===== src/rtl/alert_pkg.sv =====
// Package: shared sizes and types for the alert source address latch.
// Assumes 7-bit device addresses, with one pending flag per address.
package alert_pkg;
    localparam int ADDR_W = 7;
    localparam int NUM_SRC = 1 << ADDR_W;
    localparam int REG_W = ADDR_W + 1;

    typedef logic [ADDR_W-1:0] dev_addr_t;
    typedef logic [REG_W-1:0]  host_word_t;
endpackage


===== src/rtl/pending_store.sv =====
// Module: pending_store
// Keeps one pending flag per source. A set strobe raises the flag. A retire
// strobe with an index lowers that flag. If a set and a retire hit the same
// bit in the same cycle, the set wins, so a fresh alert is never dropped.
// Assumes that source 0 is not a device, so its flag is kept at zero.
module pending_store #(
    parameter int NSRC = 128,
    parameter int AW   = 7
) (
    input  logic            clk,
    input  logic            rst_n,
    input  logic [NSRC-1:0] set_in,
    input  logic            retire_en,
    input  logic [AW-1:0]   retire_idx,
    output logic [NSRC-1:0] pend_q
);
    logic [NSRC-1:0] pend_d;

    // Next-state value of each pending flag.
    for (genvar g = 0; g < NSRC; g++) begin : g_bit
        if (g == 0) begin : g_null
            assign pend_d[g] = 1'b0;
        end else begin : g_dev
            logic hit;
            assign hit       = retire_en && (retire_idx == AW'(g));
            assign pend_d[g] = (pend_q[g] && !hit) || set_in[g];
        end
    end

    // Register the pending flags.
    always_ff @(posedge clk) begin
        if (!rst_n) pend_q <= '0;
        else        pend_q <= pend_d;
    end


    retire_clears_chk: assert property (@(posedge clk) disable iff (!rst_n)
        (retire_en && !set_in[retire_idx]) |=> !pend_q[$past(retire_idx)]);


    src0_ignored_chk: assert property (@(posedge clk) disable iff (!rst_n)
        set_in[0] |=> !pend_q[0]);
endmodule


===== src/rtl/lowest_pick.sv =====
// Module: lowest_pick
// Finds the lowest set bit of the pending vector and returns its index.
// A chain built by generate marks the first set bit, and an OR-reduction
// encodes its index. clk and rst_n are used only by the assertions.
module lowest_pick #(
    parameter int NSRC = 128,
    parameter int AW   = 7
) (
    input  logic            clk,
    input  logic            rst_n,
    input  logic [NSRC-1:0] pend,
    output logic            any,
    output logic [AW-1:0]   idx
);
    logic [NSRC-1:0] seen;
    logic [NSRC-1:0] first;

    // Mark the first set bit, scanning from index 0 upward.
    for (genvar g = 0; g < NSRC; g++) begin : g_scan
        if (g == 0) begin : g_lo
            assign seen[g]  = pend[g];
            assign first[g] = pend[g];
        end else begin : g_up
            assign seen[g]  = seen[g-1] | pend[g];
            assign first[g] = pend[g] & ~seen[g-1];
        end
    end

    assign any = seen[NSRC-1];

    // Encode the one-hot first bit as a binary index.
    always_comb begin
        idx = '0;
        for (int i = 0; i < NSRC; i++) begin
            if (first[i]) idx = idx | AW'(i);
        end
    end


    single_winner_chk: assert property (@(posedge clk) disable iff (!rst_n)
        $onehot0(first));


    winner_pending_chk: assert property (@(posedge clk) disable iff (!rst_n)
        any |-> pend[idx]);
endmodule


===== src/rtl/addr_hold.sv =====
// Module: addr_hold
// Holding register for the captured address, together with its host port.
// A host write of zero clears the register, and this takes priority over a
// capture. A capture happens only when the register is empty and no clear
// is active. Assumes that a picked index is never zero.
module addr_hold #(
    parameter int AW = 7
) (
    input  logic          clk,
    input  logic          rst_n,
    input  logic          host_wr,
    input  logic [AW:0]   host_wdata,
    input  logic          cand_any,
    input  logic [AW-1:0] cand_idx,
    output logic          take,
    output logic [AW:0]   host_rdata,
    output logic          alert_valid
);
    logic [AW-1:0] addr_q;
    logic          clear_req;
    logic          empty;

    // Decode a clear write and the capture condition.
    always_comb begin
        clear_req = host_wr && (host_wdata == '0);
        empty     = (addr_q == '0);
        take      = empty && !clear_req && cand_any;
    end

    // Update the stored address: a clear first, then a capture.
    always_ff @(posedge clk) begin
        if (!rst_n)         addr_q <= '0;
        else if (clear_req) addr_q <= '0;
        else if (take)      addr_q <= cand_idx;
    end

    // Drive the read port and the valid flag.
    assign host_rdata  = {addr_q, 1'b0};
    assign alert_valid = |addr_q;


    held_stable_chk: assert property (@(posedge clk) disable iff (!rst_n)
        (!empty && !clear_req) |=> $stable(addr_q));


    clear_wins_chk: assert property (@(posedge clk) disable iff (!rst_n)
        clear_req |=> (host_rdata == '0));


    load_from_empty_chk: assert property (@(posedge clk) disable iff (!rst_n)
        (!$stable(addr_q) && addr_q != '0) |-> ($past(addr_q) == '0));


    nonzero_write_chk: assert property (@(posedge clk) disable iff (!rst_n)
        (host_wr && host_wdata != '0 && !empty) |=> $stable(host_rdata));
endmodule


===== src/rtl/alert_addr_latch.sv =====
// Module: alert_addr_latch (top)
// Latches the lowest pending alert source address into a host-readable
// register. Per-address alert strobes set pending flags. Each capture
// retires its flag. A host write of zero releases the register so that the
// next address can be loaded.
module alert_addr_latch #(
    parameter int AW   = alert_pkg::ADDR_W,
    parameter int NSRC = 1 << AW
) (
    input  logic            clk,
    input  logic            rst_n,
    input  logic [NSRC-1:0] alert_set,
    input  logic            host_wr,
    input  logic [AW:0]     host_wdata,
    output logic [AW:0]     host_rdata,
    output logic            alert_valid
);
    logic [NSRC-1:0] pend_q;
    logic            cand_any;
    logic [AW-1:0]   cand_idx;
    logic            take;

    pending_store #(.NSRC(NSRC), .AW(AW)) u_pend (
        .clk(clk), .rst_n(rst_n), .set_in(alert_set),
        .retire_en(take), .retire_idx(cand_idx), .pend_q(pend_q)
    );

    lowest_pick #(.NSRC(NSRC), .AW(AW)) u_pick (
        .clk(clk), .rst_n(rst_n), .pend(pend_q),
        .any(cand_any), .idx(cand_idx)
    );

    addr_hold #(.AW(AW)) u_hold (
        .clk(clk), .rst_n(rst_n), .host_wr(host_wr), .host_wdata(host_wdata),
        .cand_any(cand_any), .cand_idx(cand_idx), .take(take),
        .host_rdata(host_rdata), .alert_valid(alert_valid)
    );


    valid_tracks_chk: assert property (@(posedge clk) disable iff (!rst_n)
        alert_valid == (host_rdata != '0));


    low_bit_zero_chk: assert property (@(posedge clk) disable iff (!rst_n)
        host_rdata[0] == 1'b0);
endmodule


===== config.mk =====
export PLATFORM = sky130hd
export DESIGN_NAME = alert_addr_latch
export DESIGN_NICKNAME = d
export VERILOG_FILES = /design/src/rtl/alert_pkg.sv /design/src/rtl/pending_store.sv /design/src/rtl/lowest_pick.sv /design/src/rtl/addr_hold.sv /design/src/rtl/alert_addr_latch.sv
export SDC_FILE = /design/constraint.sdc
export NUM_CORES = 1
export LEC_CHECK = 0
export ABC_CLOCK_PERIOD_IN_PS = 5600
export BUFFER_PORTS_ARGS = -buffer_cell sky130_fd_sc_hd__buf_2
export CAP_MARGIN = 20
export CELL_PAD_IN_SITES_DETAIL_PLACEMENT = 0
export CELL_PAD_IN_SITES_GLOBAL_PLACEMENT = 1
export CORE_MARGIN = 10
export CORE_UTILIZATION = 43
export DETAILED_ROUTE_END_ITERATION = 7
export GPL_ROUTABILITY_DRIVEN = 0
export PLACE_DENSITY = 0.85
export SETUP_SLACK_MARGIN = 0.1
export SLEW_MARGIN = 5
export SYNTH_ARGS = -nofsm -noshare
export SYNTH_HDL_FRONTEND = slang
export SYNTH_SLANG_ARGS = --single-unit

===== constraint.sdc =====
create_clock -name clk -period 5.6 [get_ports clk]
set_input_delay 1.68 -clock clk [delete_from_list [all_inputs] [get_ports clk]]
set_output_delay 1.68 -clock clk [all_outputs]
set_load 0.1 [all_outputs]

# After elaboration in Yosys (flattened, before gate mapping)
# Index checks and enable logic that the tools add are counted.
# word_totals
register_bits,135
input_bits,139
out_inout_bits,9
word_cells,1159
# op_classes
n_eq_ne,128
muxes,132
bitwise_logic,381
n_reduce_logical,515
# ops
cell,count
$mux W7,69
$eq A7 B7 Y1 const B,64
$logic_and A1 B1 Y1,257
$eq A7 B6 Y1 const B,32
$mux W6,32
$logic_not A1 Y1,128
$and A1 B1 Y1,127
$logic_or A1 B1 Y1,127
$not A1 Y1,127
$or A1 B1 Y1,127
$eq A7 B5 Y1 const B,16
$mux W5,16
$eq A7 B4 Y1 const B,8
$mux W4,8
$eq A7 B3 Y1 const B,4
$eq A7 B2 Y1 const B,2
$mux W3,4
$logic_not A8 Y1,1
$eq A7 B1 Y1 const B,1
$logic_not A7 Y1,1
$reduce_or A7 Y1,1
$mux W2,2
$ne A3 B1 Y1 const B,1
$mux W1,1

# Depth between registers and ports, before layout
# depth
depth_word,134
depth_mapped,14
mapped_depth_nobuf,9

# Modules after synthesis
# From an unflattened synthesis, not the netlist that was laid out.
# unflattened
hier_cells,984
area_unflattened_um2,7816.2
# modules_own_cells
module,instances,cells_each,area_per_inst_um2,seq_area_each_um2
pending_store,1,603,5373.9,2542.4
lowest_pick,1,347,2119.5,0.0
addr_hold,1,34,322.8,140.1

# Least setup slack after synthesis
# Ideal clock, no wire load.
# synth_timing
path_kind,register to output
startpoint,reg u_hold.addr_q[2]
endpoint,out alert_valid
t_arrival_ns,1.800
required_ns,3.920
slack_ns,2.120
path_stages_with_launch,3
path_buffers,0
path_cell_list,dfxtp_1 > nor4_1 > nand2_1
# synth_between
elab_chain_len,1
# synth_rtl
item,line_no,text
"start, declared",addr_hold.sv:19,logic [AW-1:0] addr_q;
"start signal, assigned",addr_hold.sv:34,else if (take) addr_q <= cand_idx;
$reduce_or A7 Y1,addr_hold.sv:39,assign alert_valid = |addr_q;
"end, declared",alert_addr_latch.sv:16,output logic alert_valid
# Every way passes these cells.

# Final worst setup path
# layout_timing
startpoint,reg u_pend.pend_q[93]
endpoint,reg u_pend.pend_q[64]
# layout_between
elab_chain_len,42
elab_cells_between_ends,145
classes_between,1 x eq/ne; 35 x mux; 104 x bitwise; 5 x reduce/logical
# layout_rtl
item,line_no,text
"start, declared",pending_store.sv:15,output logic [NSRC-1:0] pend_q
"start signal, assigned",pending_store.sv:33,else pend_q <= pend_d;
$or A1 B1 Y1,lowest_pick.sv:24,assign seen[g] = seen[g-1] | pend[g];
$or A1 B1 Y1 or $not A1 Y1 (tied branches),"lowest_pick.sv:24, lowest_pick.sv:25",
$not A1 Y1 (tied with other cells),lowest_pick.sv:25,assign first[g] = pend[g] & ~seen[g-1];
$and A1 B1 Y1 (tied with other cells),lowest_pick.sv:25,
$mux W7 (tied with other cells) (31 in series),lowest_pick.sv:35,if (first[i]) idx = idx | AW'(i);
$mux W7 or $and A1 B1 Y1 (tied branches),"lowest_pick.sv:35, lowest_pick.sv:25",
$mux W7,lowest_pick.sv:35,
$eq A7 B7 Y1,pending_store.sv:25,assign hit = retire_en && (retire_idx == AW'(g));
$logic_and A1 B1 Y1 *,pending_store.sv:25,
$logic_not A1 Y1 *,pending_store.sv:26,assign pend_d[g] = (pend_q[g] && !hit) || set_in[g];
$logic_and A1 B1 Y1 *,pending_store.sv:26,
$logic_or A1 B1 Y1 *,pending_store.sv:26,
# Every way passes the cells marked *; elsewhere a longest branch is shown, timed or not.
# A chain may end at the register's enable or synchronous reset.

==> results.yml <==
synthesis:
  async_reset_ff_share_pct: 0
  synth.cell_area_mm2: 0.007493
  synthCells: 992
  synth_seq_area_share_pct: 35.80
  syn-num-nets: 1131
  synth.distinct_cells: 72
  synth-main-ff-cell: "dfxtp_1"
  ys_warn_count: 0
  synth-seq-cells: 134
  synth-edff-count: 0
  syn-mean-instance-area_um2: 7.554
floorplan:
  die_y_um: 152.0
  pin_count: 148
  initial_core_util_pct: 43.63
  fp.dieW_um: 152.0
  dieArea_mm2: 0.02311
  core_area_mm2: 0.01718
  fp-row-count: 48
drt:
  routed_via_density: 6.117
  drtPass1Iterations: 5
  drtAntennaViolNets: 0
  num_vias: 8490
  finalWirelength_um: 29410
  drt_iter0_drc: 835
  routedWlPerCell_um: 21.19
  drc: 0
min_path:
  hold_path_class: "flop to flop"
clocking:
  clkTransAtPathRegs_ns: 0.06
  clk_path_buf_depth: 2
  ctsHoldBuffers: 0
  cts_resized: 0
  clock_sinks: 134
  htreeDepth: 4
  clockRootBuffer: "clkbuf_16"
  cts_buffers: 17
  cts_tree: "done"
  cts_setup_buffers: 0
  clkLatencyLatePin_ns: 0.43
critical_path:
  worst-path-max-fanout: 9
  cp.required_ns: 5.86
  crit_type: "flop to flop"
  crit_start: "u_pend.pend_q[93]"
  r2r_end: "u_pend.pend_q[64]"
  worst_setup_path_end_kind: "flop"
  start_kind: "flop"
  r2r_slack_ns: 1.18
  r2r_cells: 9
  crit_end: "u_pend.pend_q[64]"
  r2r_start: "u_pend.pend_q[93]"
  worst_ep_arrival_time_ns: 4.68
layout:
  antenna_cells: 0
  nets: 1289
  area_growth_syn_to_layout_pct: 22.69
  layout.cells.non_filler: 1388
  drive_gt1_share_pct: 20.55
flow_run:
  drv_cap: 0
sta:
  rsz0062_at_grt: "no"
  fin_skew_ns: 0.007675
  clock.fmax_mhz: 226.3
  min_period_ns: 4.419
  whs_ns: 0.4661
  finalCritPeriodShare_pct: 78.91
  relSlewSlack_pct: 26.13
  hold_viol_final: 0
  setup_viol_count_final: 0
  fin_setup_tns_ns: 0
  worstMarginPinSlew_ns: 1.100
  slew_viol_final: 0
place:
  hpwlAfterDp_um: 22010
  dp_cells: 1355
  io_buffer_count: 145
power:
  power.leakage_nw: 3.623
  cellPowerDensity_mw_per_mm2: 303.4
  ir_worst_vdd_mv: 0.2134
global_route:
  antenna_found_initial: 0
  grt_max_degree: 76
  grt_pass1_vias: 8009
  grt-ovfl-total: 0
  grt_pass1_wl_um: 45400
  grt_usage_pct: 24.46
outcome:
  status: "complete, no violations"
## report_power, final
part | total (mW) | switching, mW | internal [mW]
sequential | 1.11 | 0.0863 | 1.03
clock | 1.11 | 0.459 | 0.656
combinational | 0.562 | 0.385 | 0.177
## cell usage in the layout, fill, tap and decap left out, drive strengths merged, types with 6 or more instances in the layout
cell type and count:
nand3 15, o21bai 6, a21oi 115, nand4 13, or4 12, clkinv 6, buf 176, inv 36
and4 7, o21ai 149, nor4b 10, and3 8, nand2 27, nor3 31, clkbuf 17, nor4 51
nor2 179, o211ai 11, or3 11, nand4b 6, nor2b 6, dfxtp 134, a31oi 45
## cell type report
class / count / area [um2]
Clock inverter: 15 / 156.4
Fill cell: 1716 / 7983
Clock buffer: 17 / 425.4
Sequential cell: 134 / 2683
Multi-Input combinational cell: 786 / 4536
Tap cell: 225 / 281.5
Inverter: 34 / 127.6
Timing Repair Buffer: 177 / 984.7
## cell usage after synthesis (3+ instances only)
master	n	area (um2)
and3_1	8	50.05
buf_2	6	30.03
a41oi_1	5	43.79
nor4_1	39	244.0
a21oi_1	115	575.6
clkbuf_1	28	105.1
nand4b_1	6	52.55
a221oi_1	4	35.03
buf_4	4	30.03
nor4b_1	6	52.55
nand2_1	27	101.4
o31ai_1	5	37.54
and2_1	5	31.28
o311ai_0	4	35.03
nand2b_1	3	18.77
nor4_2	4	50.05
nand4_1	12	75.07
inv_1	34	127.6
nor4_4	8	170.2
a31oi_1	45	281.5
o21bai_1	5	37.54
a311oi_1	3	26.28
o2111ai_1	4	35.03
dfxtp_1	134	2683
or3_1	10	62.56
nor4b_4	3	71.32
nor3b_1	4	30.03
nor2_1	179	671.9
and4_1	7	61.31
nand3b_1	3	22.52
nor3_1	30	150.1
o211ai_1	11	82.58
a22oi_1	3	22.52
a211o_1	3	26.28
a211oi_1	3	22.52
o21ai_0	146	730.7
nand3_1	14	70.07
or4_1	12	90.09
nor2b_1	6	37.54
a311o_1	3	30.03
## metrics by stage
stage	util, %	worst slack, ns	power (mW)	instance area (um2)
after floorplan	-	2.120	1.457	7493
after global placement	49.90	1.346	1.675	8571
after detailed placement	50.02	1.343	1.681	8592
after CTS	53.41	1.323	2.795	9174
after global routing	53.53	0.8899	2.907	9194
final	53.53	1.181	2.789	9194
## cell families after synthesis
kind of cell	count (synthesis)	synth area share, %
buffers and inverters	72	3.907
flip-flops	134	35.80
AND/OR/NAND/NOR	397	29.59
other	1	0.05004
AO/OA/AOI/OAI	388	30.66
## layer usage
metal / part of all wire [%] / global-route usage, % / vias up
met5: 0 / 0 / -
met4: 3.5 / 10.27 / 0
met3: 8.7 / 7.056 / 70
met2: 46 / 38.58 / 397
met1: 42 / 30.49 / 3936
li1: - / - / 4087
## how the worst min path moves through the flow
stage / startpoint / endpoint / slack [ns] / depth (start not counted)
2_1_floorplan: u_pend.pend_q[114] / u_pend.pend_q[114] / 0.52 / 2
6_report: u_hold.addr_q[0] / u_hold.addr_q[0] / 0.47 / 2
4_1_cts: u_hold.addr_q[3] / u_hold.addr_q[3] / 0.47 / 2
3_5_place_dp: u_hold.addr_q[3] / u_hold.addr_q[3] / 0.46 / 2
5_1_grt: u_hold.addr_q[0] / u_hold.addr_q[0] / 0.50 / 2
3_3_place_gp: u_hold.addr_q[3] / u_hold.addr_q[3] / 0.45 / 2
## worst max-delay path, cell delays in order (launching register included)
cell,delay (ns)
dfxtp_1,0.39
or4_1,0.23
nor4_1,0.09
a2111oi_0,0.53
o32ai_1,0.24
a221oi_1,0.31
nand4_1,0.28
or4_1,0.96
nor4_4,1.08
a21oi_1,0.14
## sequential cells by signal, indices dropped and copies added, names as in the netlist
signal         count
u_hold.addr_q      7
u_pend.pend_q    127
(Power assumes the default switching activity.)
